[config.mk]
export PLATFORM = sky130hd
export DESIGN_NAME = cap_reload_timer
export DESIGN_NICKNAME = d
export VERILOG_FILES = /design/src/rtl/crt_pkg.sv /design/src/rtl/crt_fall_det.sv /design/src/rtl/crt_count_core.sv /design/src/rtl/crt_flag_unit.sv /design/src/rtl/cap_reload_timer.sv
export SDC_FILE = /design/constraint.sdc
export NUM_CORES = 1
export LEC_CHECK = 0
export ABC_AREA = 0
export ABC_CLOCK_PERIOD_IN_PS = 5200
export BUFFER_PORTS_ARGS = -buffer_cell sky130_fd_sc_hd__buf_4
export CORE_ASPECT_RATIO = 0.6
export CORE_MARGIN = 3
export CORE_UTILIZATION = 55
export CTS_BUF_LIST = sky130_fd_sc_hd__clkbuf_2
export CTS_CLUSTER_SIZE = 28
export DETAILED_ROUTE_END_ITERATION = 6
export GPL_ROUTABILITY_DRIVEN = 0
export PLACE_DENSITY = 0.79
export RECOVER_POWER = 100
export SETUP_SLACK_MARGIN = 0.4
export SLEW_MARGIN = 0
export SYNTH_ARGS = -nofsm -noshare
export SYNTH_HDL_FRONTEND = slang
export SYNTH_HIERARCHICAL = 1
export SYNTH_SLANG_ARGS = --single-unit
[constraint.sdc]
create_clock -name clk -period 5.2 [get_ports clk]
set_input_delay 0.26 -clock clk [delete_from_list [all_inputs] [get_ports clk]]
set_output_delay 0.26 -clock clk [all_outputs]
set_load 0.01 [all_outputs]
[src/rtl/crt_pkg.sv]
package crt_pkg;
  localparam int CNT_W   = 16;
  localparam int HALF_W  = 8;
  localparam int N_BYTES = CNT_W / HALF_W;
  localparam int ADDR_W  = 3;

  typedef logic [CNT_W-1:0] cnt_t;
  localparam cnt_t CNT_MAX = '1;

  typedef enum logic [ADDR_W-1:0] {
    REG_CTRL   = 3'd0,
    REG_CNT_LO = 3'd1,
    REG_CNT_HI = 3'd2,
    REG_RLD_LO = 3'd3,
    REG_RLD_HI = 3'd4,
    REG_AUX    = 3'd5
  } reg_sel_e;

  // one counting step in the chosen direction
  function automatic cnt_t cnt_step(cnt_t c, logic down);
    return down ? cnt_t'(c - 1'b1) : cnt_t'(c + 1'b1);
  endfunction

  // wrap point: all-ones going up, the reload value going down
  function automatic logic wrap_hit(cnt_t c, cnt_t r, logic down);
    return down ? (c == r) : (c == CNT_MAX);
  endfunction

  // value loaded at a wrap
  function automatic cnt_t wrap_load(cnt_t r, logic down, logic cap);
    if (down)     return CNT_MAX;
    else if (cap) return '0;
    else          return r;
  endfunction
endpackage

[src/rtl/crt_fall_det.sv]
module crt_fall_det #(
  parameter int STAGES = 2
) (
  input  logic clk,
  input  logic rst_n,
  input  logic pin_i,
  output logic level_o,
  output logic fall_o
);
  logic [STAGES-1:0] sync_q;
  logic              last_q;

  always_ff @(posedge clk or negedge rst_n) begin
    if (!rst_n) begin
      sync_q <= '0;
      last_q <= 1'b0;
    end else begin
      sync_q <= {sync_q[STAGES-2:0], pin_i};
      last_q <= sync_q[STAGES-1];
    end
  end

  assign level_o = sync_q[STAGES-1];
  assign fall_o  = last_q & ~sync_q[STAGES-1];
endmodule

[src/rtl/crt_count_core.sv]
module crt_count_core
  import crt_pkg::*;
(
  input  logic              clk,
  input  logic              rst_n,
  input  logic              adv_i,
  input  logic              going_down_i,
  input  logic              cap_mode_i,
  input  logic              reload_trig_i,
  input  logic              capture_trig_i,
  input  logic [N_BYTES-1:0] cnt_wr_i,
  input  logic [N_BYTES-1:0] rld_wr_i,
  input  logic [HALF_W-1:0] wdata_i,
  output cnt_t              cnt_o,
  output cnt_t              rld_o,
  output logic              wrap_o
);
  cnt_t cnt_q, rld_q, cnt_nx, rld_nx;

  always_comb begin
    wrap_o = adv_i && wrap_hit(cnt_q, rld_q, going_down_i);
    cnt_nx = cnt_q;
    if (reload_trig_i)  cnt_nx = rld_q;
    else if (wrap_o)    cnt_nx = wrap_load(rld_q, going_down_i, cap_mode_i);
    else if (adv_i)     cnt_nx = cnt_step(cnt_q, going_down_i);
    rld_nx = capture_trig_i ? cnt_q : rld_q;
    for (int b = 0; b < N_BYTES; b++) begin
      if (cnt_wr_i[b]) cnt_nx[b*HALF_W +: HALF_W] = wdata_i;
      if (rld_wr_i[b]) rld_nx[b*HALF_W +: HALF_W] = wdata_i;
    end
  end

  always_ff @(posedge clk or negedge rst_n) begin
    if (!rst_n) begin
      cnt_q <= '0;
      rld_q <= '0;
    end else begin
      cnt_q <= cnt_nx;
      rld_q <= rld_nx;
    end
  end

  assign cnt_o = cnt_q;
  assign rld_o = rld_q;
endmodule

[src/rtl/crt_flag_unit.sv]
module crt_flag_unit #(
  parameter int N_PORTS = 2
) (
  input  logic               clk,
  input  logic               rst_n,
  input  logic               ctl_wr_i,
  input  logic               wr_ovf_i,
  input  logic               wr_exf_i,
  input  logic               wrap_i,
  input  logic               baud_i,
  input  logic               dn_mode_i,
  input  logic               ext_set_i,
  input  logic [N_PORTS-1:0] rx_sel_i,
  input  logic [N_PORTS-1:0] tx_sel_i,
  output logic               ovf_o,
  output logic               exf_o,
  output logic [N_PORTS-1:0] rx_tick_o,
  output logic [N_PORTS-1:0] tx_tick_o
);
  logic ovf_q, exf_q, ovf_base, exf_base, baud_pulse;
  logic [N_PORTS-1:0] rx_q, tx_q;

  always_comb begin
    ovf_base   = ctl_wr_i ? wr_ovf_i : ovf_q;
    exf_base   = ctl_wr_i ? wr_exf_i : exf_q;
    baud_pulse = wrap_i & baud_i;
  end

  always_ff @(posedge clk or negedge rst_n) begin
    if (!rst_n) begin
      ovf_q <= 1'b0;
      exf_q <= 1'b0;
      rx_q  <= '0;
      tx_q  <= '0;
    end else begin
      ovf_q <= ovf_base | (wrap_i & ~baud_i);
      exf_q <= (exf_base | ext_set_i) ^ (dn_mode_i & wrap_i);
      rx_q  <= {N_PORTS{baud_pulse}} & rx_sel_i;
      tx_q  <= {N_PORTS{baud_pulse}} & tx_sel_i;
    end
  end

  assign ovf_o     = ovf_q;
  assign exf_o     = exf_q;
  assign rx_tick_o = rx_q;
  assign tx_tick_o = tx_q;
endmodule

[src/rtl/cap_reload_timer.sv]
module cap_reload_timer
  import crt_pkg::*;
#(
  parameter int SYNC_STAGES = 2
) (
  input  logic              clk,
  input  logic              rst_n,
  input  logic              tick_i,
  input  logic              cnt_pin_i,
  input  logic              trig_pin_i,
  input  logic              bus_wr_i,
  input  logic [ADDR_W-1:0] bus_addr_i,
  input  logic [HALF_W-1:0] bus_wdata_i,
  output logic [HALF_W-1:0] bus_rdata_o,
  output logic              ovf_flag_o,
  output logic              ext_flag_o,
  output logic              irq_o,
  output logic [1:0]        rx_tick_o,
  output logic [1:0]        tx_tick_o
);
  localparam int CTL_LO_W = HALF_W - 2;
  localparam int AUX_W    = 3;

  logic [CTL_LO_W-1:0] ctl_lo_q;
  logic [AUX_W-1:0]    aux_q;

  // decoded control fields
  logic rx_sel, tx_sel, ext_en, run, ext_cnt, cap_sel;
  logic dcen, rx2_sel, tx2_sel;
  assign {rx_sel, tx_sel, ext_en, run, ext_cnt, cap_sel} = ctl_lo_q;
  assign {tx2_sel, rx2_sel, dcen} = aux_q;

  // named internal events
  logic cnt_lvl, cnt_fall, trg_lvl, trg_fall;
  logic adv_ev, baud_mode, cap_mode, dn_mode, going_down, trig_ev;
  logic cap_ev, rld_ev, wrap_ev;
  logic ctl_wr, aux_wr, cnt_wr, rcap_wr;
  logic [N_BYTES-1:0] cnt_wr_b, rld_wr_b;
  logic ovf_q, exf_q;
  cnt_t cnt_q, rcap_q;

  assign ctl_wr = bus_wr_i && (bus_addr_i == REG_CTRL);
  assign aux_wr = bus_wr_i && (bus_addr_i == REG_AUX);
  assign cnt_wr_b = {bus_wr_i && (bus_addr_i == REG_CNT_HI),
                     bus_wr_i && (bus_addr_i == REG_CNT_LO)};
  assign rld_wr_b = {bus_wr_i && (bus_addr_i == REG_RLD_HI),
                     bus_wr_i && (bus_addr_i == REG_RLD_LO)};
  assign cnt_wr  = |cnt_wr_b;
  assign rcap_wr = |rld_wr_b;

  always_ff @(posedge clk or negedge rst_n) begin
    if (!rst_n) begin
      ctl_lo_q <= '0;
      aux_q    <= '0;
    end else begin
      if (ctl_wr) ctl_lo_q <= bus_wdata_i[CTL_LO_W-1:0];
      if (aux_wr) aux_q    <= bus_wdata_i[AUX_W-1:0];
    end
  end

  crt_fall_det #(.STAGES(SYNC_STAGES)) u_cnt_det (
    .clk(clk), .rst_n(rst_n), .pin_i(cnt_pin_i), .level_o(cnt_lvl), .fall_o(cnt_fall));
  crt_fall_det #(.STAGES(SYNC_STAGES)) u_trg_det (
    .clk(clk), .rst_n(rst_n), .pin_i(trig_pin_i), .level_o(trg_lvl), .fall_o(trg_fall));

  always_comb begin
    baud_mode  = rx_sel | tx_sel | rx2_sel | tx2_sel;
    cap_mode   = cap_sel & ~baud_mode;
    dn_mode    = dcen & ~cap_sel & ~baud_mode;
    going_down = dn_mode & ~trg_lvl;
    adv_ev     = run & (ext_cnt ? cnt_fall : tick_i);
    trig_ev    = trg_fall & ext_en;
    cap_ev     = trig_ev & cap_mode;
    rld_ev     = trig_ev & ~cap_mode & ~dn_mode;
  end

  crt_count_core u_core (
    .clk(clk), .rst_n(rst_n),
    .adv_i(adv_ev), .going_down_i(going_down), .cap_mode_i(cap_mode),
    .reload_trig_i(rld_ev), .capture_trig_i(cap_ev),
    .cnt_wr_i(cnt_wr_b), .rld_wr_i(rld_wr_b), .wdata_i(bus_wdata_i),
    .cnt_o(cnt_q), .rld_o(rcap_q), .wrap_o(wrap_ev));

  crt_flag_unit #(.N_PORTS(2)) u_flags (
    .clk(clk), .rst_n(rst_n),
    .ctl_wr_i(ctl_wr), .wr_ovf_i(bus_wdata_i[HALF_W-1]), .wr_exf_i(bus_wdata_i[HALF_W-2]),
    .wrap_i(wrap_ev), .baud_i(baud_mode), .dn_mode_i(dn_mode),
    .ext_set_i(cap_ev | rld_ev),
    .rx_sel_i({rx2_sel, rx_sel}), .tx_sel_i({tx2_sel, tx_sel}),
    .ovf_o(ovf_q), .exf_o(exf_q), .rx_tick_o(rx_tick_o), .tx_tick_o(tx_tick_o));

  always_comb begin
    case (bus_addr_i)
      REG_CTRL:   bus_rdata_o = {ovf_q, exf_q, ctl_lo_q};
      REG_CNT_LO: bus_rdata_o = cnt_q[HALF_W-1:0];
      REG_CNT_HI: bus_rdata_o = cnt_q[CNT_W-1:HALF_W];
      REG_RLD_LO: bus_rdata_o = rcap_q[HALF_W-1:0];
      REG_RLD_HI: bus_rdata_o = rcap_q[CNT_W-1:HALF_W];
      REG_AUX:    bus_rdata_o = {{(HALF_W-AUX_W){1'b0}}, aux_q};
      default:    bus_rdata_o = '0;
    endcase
  end

  assign ovf_flag_o = ovf_q;
  assign ext_flag_o = exf_q;
  assign irq_o      = ovf_q | exf_q;
endmodule

==> run metrics <==
via count=~4000; mux share of post-synthesis cell area=0.118; Distinct cells, synth=between 70 and 80; largest net degree at the start of global routing=54; CTS tree=done; Comb power frac=0.422; Post-synth ARST share=1.00; Final Max Slew Viols=54; Initial Util=0.593; Hold WC Path Type=in2reg; Pleak=roughly 1.8 nW; Synth Area in Adders=0.0472; NumNets Final=approximately 520; commonest non-fill, non-tap cell in the layout=dfrtp_1; Congestion Overflow GR=0; via/cell ratio=about 6.7; EDFF count, synth=0; switching power=~0.80 mW; Port-buffer cells=31; FF/Latch Area=~1300 µm²; Syn Inst Count=roughly 460; Core Region=6960 µm²; Synth Area in XOR/XNOR=0.0382; share of post-route cells with drive strength above 1=0.101; Max VDD drop=approximately 0.22 mV; sequential power share=0.452; largest family of logic cells by synthesized area=compound AO/OA/AOI/OAI gates; initial drt markers=613; global-route wire length before repair=~21 mm; Die Width=roughly 120 µm; most frequent cells in the layout=dfrtp_1, nand2_1, o21ai_0; slew margin rel.=-0.932; final setup TNS=0 ns; Req. time, crit path=around 5.6 ns; Avg Cell Area, Syn=~8.9 µm²; reg-to-reg endpoint=u_core/cnt_o[7]; Area contributors post-synth=dfrtp_1, mux2i_1, o21ai_0; total power=roughly 1.7 mW; CP Class=reg2reg; RR Startpoint=aux_q[1]; Max-cap violations=1; Critical Path AT=4.62 ns; post-CTS sizing=0; clk_skew=0.0245 ns; synthesis-stage register bit count=between 50 and 60; area of the multi-input gates=approximately 2600 µm²; Die Ht=~73 µm; ys flop type=dfrtp_1; Seq/Total Area, Yosys=0.321; Ys Warns=6; Post-Synth Simple-Gate Area=0.203; final period utilization=0.810; Max Clk Rate=around 240 MHz; Hold Path Origin=bus_wdata_i[2]; complex-gate fraction of the synthesized area=0.234; number of global-route vias before repair=3746; GR Util All Layers=0.312; clock share of power=0.126; hold path cells=3; syn_nets=around 500; Worst Path Max Fanout=21; clock slew at reported path FFs=roughly 0.27 ns; crit end category=flip-flop; clk sinks=53; failing checks=max-capacitance violations, max-slew violations; number of buffers created by CTS=5; CTS root buffer=clkbuf_2; Pwr Density=388 nW/µm²; Worst R2R Path Depth=11; routed wire length=roughly 13 mm; DRC Markers=0; hold endpoint=u_core/rld_o[10]; Hold WS=between 0.03 and 0.04 ns; final setup fails=0; I/O pins=32; Post-Syn Area=roughly 4100 µm²; Fin. Hold Viols=0; dpl hpwl=9.61 mm; initial antenna violation count=0; DIE AREA=~8600 µm²; Ant. Diodes=0; Sw Ratio=0.460; P_int=about 0.93 mW; crit start category=flip-flop; DR pass1 iterations=7; crit path time final=around 4.2 ns; measured slew at the worst slew-check pin=slightly below 3 ns; H-tree depth=2; setup slack, reg-to-reg=0.99 ns; FP Rows=23; DR WL/cell=approximately 22 µm; # fillers=roughly 600; cell taking the most area after synthesis=dfrtp_1; Clk Latency, worst-skew pair=roughly 0.49 ns; RSZ-0062 raised after global routing=false; outcome=complete, but fails checks; Layout area overhead=7.90%; Routed Antenna Nets=0; area share of the largest cell type after synthesis=0.321; Longest Clk Path Bufs=2
[metrics by stage]
stage	util	setup WS [ns]	std cells	cell area, µm²
after global routing	0.640	0.591	593	4460
after detailed placement	0.636	1.46	579	4430
after global placement	0.636	1.64	579	4430
after CTS	0.650	1.38	590	4520
after floorplan	-	1.47	462	4130
final	0.640	0.987	593	4460
[flip-flops by register name, indices dropped and copies added, names as in the netlist, 2 cells and up]
signal / count
u_trg_det/sync_q: 2
u_core/rld_o: 16
u_cnt_det/sync_q: 2
aux_q: 3
u_flags/tx_tick_o: 2
u_core/cnt_o: 16
ctl_lo_q: 6
u_flags/rx_tick_o: 2
[critical path, stage by stage, from the launching register on]
cell      delay (ns)
dfrtp_1         0.47
nor4_1          0.49
and3b_1         0.28
nor2b_1         0.38
buf_4           0.34
nor3b_1         0.22
a211oi_1        0.08
o22ai_1         0.39
nand3_1         0.46
or2_0           0.50
a211oi_1        0.35
o21ai_0         0.15
[cell usage after synthesis, drive strengths merged, types with 9 or more instances]
cell type / number
a211oi: 9
a21oi: 29
and3: 9
buf: 11
dfrtp: 53
ha: 14
inv: 14
mux2: 12
mux2i: 35
nand2: 46
nand2b: 18
nor2: 18
nor2b: 15
nor3: 15
o21ai: 40
xnor2: 10
[repair_timing]
action	CTS	global route
endpoints found under the setup margin	0	0
setup buffers	0	0
hold buffers	3	3
endpoints found under the hold margin	55	3
[power groups by stage]
stage	Combinational (mW)	Sequential [mW]	Clock, mW
CTS	0.730	0.762	0.222
detailed placement	0.725	0.769	0
global placement	0.699	0.764	0
floorplan	0.556	0.650	0
finish	0.730	0.781	0.218
global route	0.796	0.787	0.240
[routing by layer]
metal | share of wire | track usage | up-vias
met5 | 0 | 0 | -
met4 | 0.025 | 0.0883 | 0
met3 | 0.14 | 0.109 | 49
met2 | 0.40 | 0.441 | 261
met1 | 0.43 | 0.450 | 1908
li1 | - | - | 1768
[how the worst max path moves through the flow]
stage,cells past startpoint,to,startpoint,slack [ns]
after floorplan,11,u_flags/exf_o,aux_q[1],1.47
after global placement,11,u_core/cnt_o[7],aux_q[1],1.64
after detailed placement,11,u_core/cnt_o[7],aux_q[1],1.46
after CTS,11,u_core/cnt_o[7],aux_q[1],1.38
after global routing,11,u_core/cnt_o[7],aux_q[1],0.59
final,11,u_core/cnt_o[7],aux_q[1],0.99
[final cells by class]
cell class              instances  area share
clock buffers                   5     0.00561
multi-input cells             374       0.586
inverters                      16      0.0135
well taps                     100      0.0281
clock inverters                 3     0.00926
flip-flops and latches         53       0.298
repair buffers                 42      0.0598
[logic make-up (layout without fill, tap and decap cells)]
kind of cell | Yosys count | in the layout
buffers and inverters | 35 | 66
XOR/XNOR | 18 | 18
AO/OA/AOI/OAI | 144 | 144
AND/OR/NAND/NOR | 150 | 150
multiplexers | 47 | 47
adder cells (fa/ha/maj) | 15 | 15
flip-flops | 53 | 53
(Power assumes the default switching activity.)
